--- src/rtl/tbg_pkg.sv ---
`timescale 1ns/1ps
package tbg_pkg;
   localparam int COND_W        = 16;
   localparam int COND_TIMER_IX = 0;
   localparam int COND_FULL_IX  = 1;
   localparam int COND_NRDY_IX  = 15;

   typedef struct packed {
      logic nrdy;
      logic full;
      logic timer;
   } busy_src_t;
endpackage

--- src/rtl/tbg_tick_timer.sv ---
`timescale 1ns/1ps
module tbg_tick_timer #(
   parameter int TICK_CYCLES = 400,
   parameter int TMO_W       = 16
) (
   input  logic             clk,
   input  logic             rst_n,
   input  logic             start,
   input  logic [TMO_W-1:0] load_val,
   output logic             active
);
   localparam int PS_W = (TICK_CYCLES > 1) ? $clog2(TICK_CYCLES) : 1;

   logic [TMO_W-1:0] ticks_left;
   logic             tick_end;

   generate
      if (TICK_CYCLES == 1) begin : g_no_prescale
         assign tick_end = 1'b1;
      end else begin : g_prescale
         logic [PS_W-1:0] ps_cnt;
         always_ff @(posedge clk) begin
            if (!rst_n) begin
               ps_cnt <= '0;
            end else if (start || ticks_left == '0) begin
               ps_cnt <= '0;
            end else if (ps_cnt == PS_W'(TICK_CYCLES - 1)) begin
               ps_cnt <= '0;
            end else begin
               ps_cnt <= ps_cnt + 1'b1;
            end
         end
         assign tick_end = (ps_cnt == PS_W'(TICK_CYCLES - 1));
      end
   endgenerate

   always_ff @(posedge clk) begin
      if (!rst_n) begin
         ticks_left <= '0;
      end else if (start) begin
         ticks_left <= load_val;
      end else if (ticks_left != '0 && tick_end) begin
         ticks_left <= ticks_left - 1'b1;
      end
   end

   assign active = (ticks_left != '0);
endmodule

--- src/rtl/tbg_busy_cond.sv ---
`timescale 1ns/1ps
module tbg_busy_cond
   import tbg_pkg::*;
(
   input  logic              timer_active,
   input  logic              buf_full,
   input  logic              rx_ready,
   output logic              busy,
   output logic [COND_W-1:0] cond
);
   busy_src_t src;

   always_comb begin
      src.timer = timer_active;
      src.full  = buf_full;
      src.nrdy  = ~rx_ready;
   end

   always_comb begin
      cond                = '0;
      cond[COND_TIMER_IX] = src.timer;
      cond[COND_FULL_IX]  = src.full;
      cond[COND_NRDY_IX]  = src.nrdy;
   end

   assign busy = |src;
endmodule

--- src/rtl/tbg_busy_meter.sv ---
`timescale 1ns/1ps
module tbg_busy_meter #(
   parameter int CNT_W    = 32,
   parameter int RD_W     = 16,
   parameter bit SATURATE = 1'b1
) (
   input  logic             clk,
   input  logic             rst_n,
   input  logic             inc,
   input  logic             rd_lo,
   output logic [CNT_W-1:0] cnt,
   output logic [RD_W-1:0]  lo_half,
   output logic [RD_W-1:0]  hi_frozen
);
   localparam int HI_W = CNT_W - RD_W;

   logic [RD_W-1:0] hi_ext;

   generate
      if (SATURATE) begin : g_sat
         always_ff @(posedge clk) begin
            if (!rst_n)
               cnt <= '0;
            else if (inc && !(&cnt))
               cnt <= cnt + 1'b1;
         end
      end else begin : g_wrap
         always_ff @(posedge clk) begin
            if (!rst_n)
               cnt <= '0;
            else if (inc)
               cnt <= cnt + 1'b1;
         end
      end

      if (HI_W == RD_W) begin : g_hi_full
         assign hi_ext = cnt[CNT_W-1:RD_W];
      end else begin : g_hi_pad
         assign hi_ext = {{(RD_W-HI_W){1'b0}}, cnt[CNT_W-1:RD_W]};
      end
   endgenerate

   always_ff @(posedge clk) begin
      if (!rst_n)
         hi_frozen <= '0;
      else if (rd_lo)
         hi_frozen <= hi_ext;
   end

   assign lo_half = cnt[RD_W-1:0];
endmodule

--- src/rtl/trig_busy_gen.sv ---
`timescale 1ns/1ps
module trig_busy_gen
   import tbg_pkg::*;
#(
   parameter int             TICK_CYCLES = 400,
   parameter int             TMO_W       = 16,
   parameter logic [TMO_W-1:0] TMO_RESET = 'h000A,
   parameter int             CNT_W       = 32,
   parameter int             RD_W        = 16,
   parameter bit             SATURATE    = 1'b1
) (
   input  logic              clk,
   input  logic              rst_n,
   input  logic              l0_trig,
   input  logic              buf_full,
   input  logic              rx_ready,
   input  logic              tmo_we,
   input  logic [TMO_W-1:0]  tmo_wdata,
   output logic [TMO_W-1:0]  tmo_value,
   input  logic              cnt_rd_lo,
   output logic              busy_out,
   output logic [COND_W-1:0] busy_cond,
   output logic [RD_W-1:0]   busy_time_lo,
   output logic [RD_W-1:0]   busy_time_hi
);
   generate
      if (TICK_CYCLES < 1) begin : g_bad_tick
         $error("TICK_CYCLES must be at least 1");
      end
      if (CNT_W <= RD_W || CNT_W > 2 * RD_W) begin : g_bad_cnt
         $error("CNT_W must lie in (RD_W, 2*RD_W]");
      end
      if (TMO_W < 1) begin : g_bad_tmo
         $error("TMO_W must be positive");
      end
   endgenerate

   logic [TMO_W-1:0] tmo_reg;
   logic             timer_active;
   logic [CNT_W-1:0] busy_cnt;

   always_ff @(posedge clk) begin
      if (!rst_n)
         tmo_reg <= TMO_RESET;
      else if (tmo_we)
         tmo_reg <= tmo_wdata;
   end
   assign tmo_value = tmo_reg;

   tbg_tick_timer #(
      .TICK_CYCLES (TICK_CYCLES),
      .TMO_W       (TMO_W)
   ) u_timer (
      .clk      (clk),
      .rst_n    (rst_n),
      .start    (l0_trig),
      .load_val (tmo_reg),
      .active   (timer_active)
   );

   tbg_busy_cond u_cond (
      .timer_active (timer_active),
      .buf_full     (buf_full),
      .rx_ready     (rx_ready),
      .busy         (busy_out),
      .cond         (busy_cond)
   );

   tbg_busy_meter #(
      .CNT_W    (CNT_W),
      .RD_W     (RD_W),
      .SATURATE (SATURATE)
   ) u_meter (
      .clk       (clk),
      .rst_n     (rst_n),
      .inc       (busy_out),
      .rd_lo     (cnt_rd_lo),
      .cnt       (busy_cnt),
      .lo_half   (busy_time_lo),
      .hi_frozen (busy_time_hi)
   );
endmodule

--- config.mk ---
export PLATFORM = sky130hd
export DESIGN_NAME = trig_busy_gen
export DESIGN_NICKNAME = d
export VERILOG_FILES = /design/src/rtl/tbg_pkg.sv /design/src/rtl/tbg_tick_timer.sv /design/src/rtl/tbg_busy_cond.sv /design/src/rtl/tbg_busy_meter.sv /design/src/rtl/trig_busy_gen.sv
export SDC_FILE = /design/constraint.sdc
export NUM_CORES = 1
export LEC_CHECK = 0
export ABC_AREA = 1
export BUFFER_PORTS_ARGS = -buffer_cell sky130_fd_sc_hd__buf_2
export CAP_MARGIN = 0
export CELL_PAD_IN_SITES_DETAIL_PLACEMENT = 0
export CELL_PAD_IN_SITES_GLOBAL_PLACEMENT = 1
export CORE_MARGIN = 4
export CORE_UTILIZATION = 35
export DETAILED_ROUTE_END_ITERATION = 7
export PLACE_DENSITY = 0.71
export SLEW_MARGIN = 10
export SYNTH_ARGS = -nofsm -noshare
export SYNTH_HDL_FRONTEND = slang
export SYNTH_HIERARCHICAL = 1
export SYNTH_SLANG_ARGS = --single-unit
--- constraint.sdc ---
create_clock -name clk -period 2.8 [get_ports clk]
set_clock_uncertainty 0.05 [all_clocks]
set_input_delay 0 -clock clk [delete_from_list [all_inputs] [get_ports clk]]
set_output_delay 0 -clock clk [all_outputs]
set_load 0.05 [all_outputs]
==> impl_metrics.py <==
metrics = {
    "min_path": {
        "min_path_type": "in2reg",
    },
    "run_status": {
        "status": "finished clean",
    },
    "floorplan": {
        "rows": 43,
        "die_area_um2": 16200,
        "pin_count": 88,
        "initial_utilization": 0.358,
        "die_w_um": 127,
        "core_area_um2": 13900,
        "die_y_um": 127,
    },
    "final_layout": {
        "final_cells": 1008,
        "fillers": 1498,
        "fin_util": 0.411,
        "syn2layout_area_growth_pct": 14.9,
        "antennaDiodeCount": 0,
        "drive_gt1_frac": 0.164,
        "nets": 849,
    },
    "timing": {
        "setup_tns_ps": 0,
        "min_period_ps": 2460,
        "fmax_mhz": 407,
        "slew_viol_final": 0,
        "maxSlewHeadroom": 0.643,
        "worstMarginPinSlew_ps": 536,
        "finalCritPeriodShare": 0.878,
        "fin_hold_ws_ps": 59.0,
        "setup_viol": 0,
        "hold_viol": 0,
    },
    "route": {
        "routed_wl_um": 13400,
        "wl_per_cell_um": 13.3,
        "drt-initial-drc-count": 283,
        "remaining_drc_errors": 0,
        "first_pass_iters": 5,
        "vias": 4787,
        "viasPerCell": 4.75,
        "drtAntennaViolNets": 0,
    },
    "cts": {
        "cts_root_buf": "clkbuf_16",
        "path_clk_slew_ps": 70,
        "clock_path_buffers": 2,
        "tritoncts": "yes",
        "htreeDepth": 3,
        "cts_buffers": 9,
        "clk_latency_ps": 340,
        "clock-sinks": 89,
    },
    "power_and_ir_drop": {
        "ir_drop_mv": 0.287,
        "fin_total_pwr_mw": 3.06,
        "leakage_nw": 2.66,
        "powerDensity_nw_per_um2": 534,
    },
    "placed_design": {
        "port_buffers": 74,
        "dp_hpwl_um": 9720,
        "gp_congestion": 0.849,
        "dp_cells": 975,
    },
    "critical_path": {
        "crit_top_cell": "nand2_1",
        "critPathKind": "reg2reg",
        "crit_buf_inv": 2,
        "cpPeakStageDelay_ps": 330,
        "crit_fanout": 12,
        "worstPathRequired_ps": 2990,
        "critPathTopFamily": "simple AND/OR/NAND/NOR gates",
        "setup.worst_path.end_class": "flop",
        "path_cells": "inv_1 -> ha_1 -> nand3_1 -> nor2_2 -> nand4_1 -> nor2_1 -> nand2_2 -> nand2_1 -> inv_1 -> nand2_1 -> nor2_1 -> nand2_1 -> nor2_1 -> nand2_1 -> nand2_1 -> nand2_1 -> nor2_1",
        "cp-start-kind": "flop",
        "worstPathArrival_ps": 2650,
        "crit_slowest_cell": "dfxtp_1",
    },
    "synth": {
        "async_reset_ff_frac": 0,
        "netlist_instances": 761,
        "synth_commonest_cells": "nor2_1 (173), nand2_1 (171), dfxtp_1 (89)",
        "ys_types": 33,
        "yosys.area.top_type": "dfxtp_1",
        "yosys_warnings": 6,
        "syn_avg_cell_area_um2": 6.55,
        "synth-edff-count": 0,
        "synth_top_area_frac": 0.358,
        "ys_ff_latch": 89,
        "yosys_most_used_dff": "dfxtp_1",
        "ys_top_cells_by_area": "dfxtp_1 (36%), nor2_1 (13%), nand2_1 (13%)",
        "synth_area_um2": 4980,
        "synth_most_common_cell": "nor2_1",
        "seq_area_frac_synth": 0.358,
    },
    "grt": {
        "track_usage": 0.169,
        "overflow": 0,
        "antenna_found_initial": 0,
        "first_global_vias": 4491,
        "grt_max_degree": 48,
        "grt_pass1_wl_um": 22300,
    },
    "run": {
        "maxCapViolCount": 0,
    },
}
state kept, by name, summed over array words and instances (netlist names):
register,cells
u_meter/cnt,32
tmo_value,16
u_meter/hi_frozen,16
u_timer/ticks_left,16
u_timer/g_prescale.ps_cnt,9
metal layers:
metal,share of wire,global-route usage,vias up
met4,0.015,0.0625,0
met3,0.043,0.0268,13
met5,0,0,-
li1,-,-,2484
met1,0.50,0.239,2182
met2,0.44,0.261,108
cells by family after synthesis:
group | Yosys count | synth area share
AND/OR/NAND/NOR | 457 | 0.403
other | 1 | 0.000753
adder cells (fa/ha/maj) | 3 | 0.00753
XOR/XNOR | 10 | 0.0176
flip-flops | 89 | 0.358
buffers and inverters | 126 | 0.134
multiplexers | 1 | 0.00201
AO/OA/AOI/OAI | 74 | 0.0768
stage by stage:
stage / worst slack, ps / area (µm²)
3_3_place_gp: 299 / 5240
6_report: 342 / 5730
4_1_cts: 72.6 / 5710
5_1_grt: -15.7 / 5730
3_5_place_dp: 83.5 / 5240
2_1_floorplan: 353 / 5030
cell usage in the layout, fill, tap and decap left out, drive strengths merged:
cell / n
a21oi: 35
a31oi: 7
and2: 1
buf: 76
clkbuf: 13
clkinv: 3
conb: 13
dfxtp: 89
dlygate4sd3: 17
ha: 3
inv: 72
mux2i: 1
nand2: 181
nand3: 50
nand3b: 4
nand4: 14
nor2: 191
nor3: 14
o21ai: 32
or2: 2
xnor2: 3
xor2: 7
cell type report:
| class | instances | area (µm²) | area share |
|---|---|---|---|
| clock buffers | 13 | 280 | 0.0489 |
| clock inverters | 3 | 22.5 | 0.00393 |
| inverters | 72 | 270 | 0.0472 |
| multi-input cells | 558 | 2590 | 0.452 |
| flip-flops and latches | 89 | 1780 | 0.311 |
| well taps | 180 | 225 | 0.0393 |
| repair buffers | 93 | 556 | 0.0970 |
final timing paths:
check	start	endpoint	slack (ps)	depth (start not counted)
min	rst_n	tmo_value[1]	60	2
max reg2reg	u_timer/ticks_left[0]	u_meter/cnt[23]	340	17
max	u_timer/ticks_left[0]	u_meter/cnt[23]	340	17
min reg2reg	u_timer/g_prescale.ps_cnt[0]	u_timer/g_prescale.ps_cnt[0]	400	1
power breakdown:
group	switching (mW)	total [mW]	internal, mW
combinational	0.349	0.485	0.136
clock	0.514	1.22	0.701
sequential	0.0439	1.36	1.31
total	0.907	3.06	2.15
what timing repair did:
action                     CTS  global route
buffers inserted             0             0
hold buffers                17             0
setup endpoints to repair    0            15
gates resized for setup      0             4
hold endpoints to repair    19             0
Note: power is estimated with default switching activity, not from simulation.
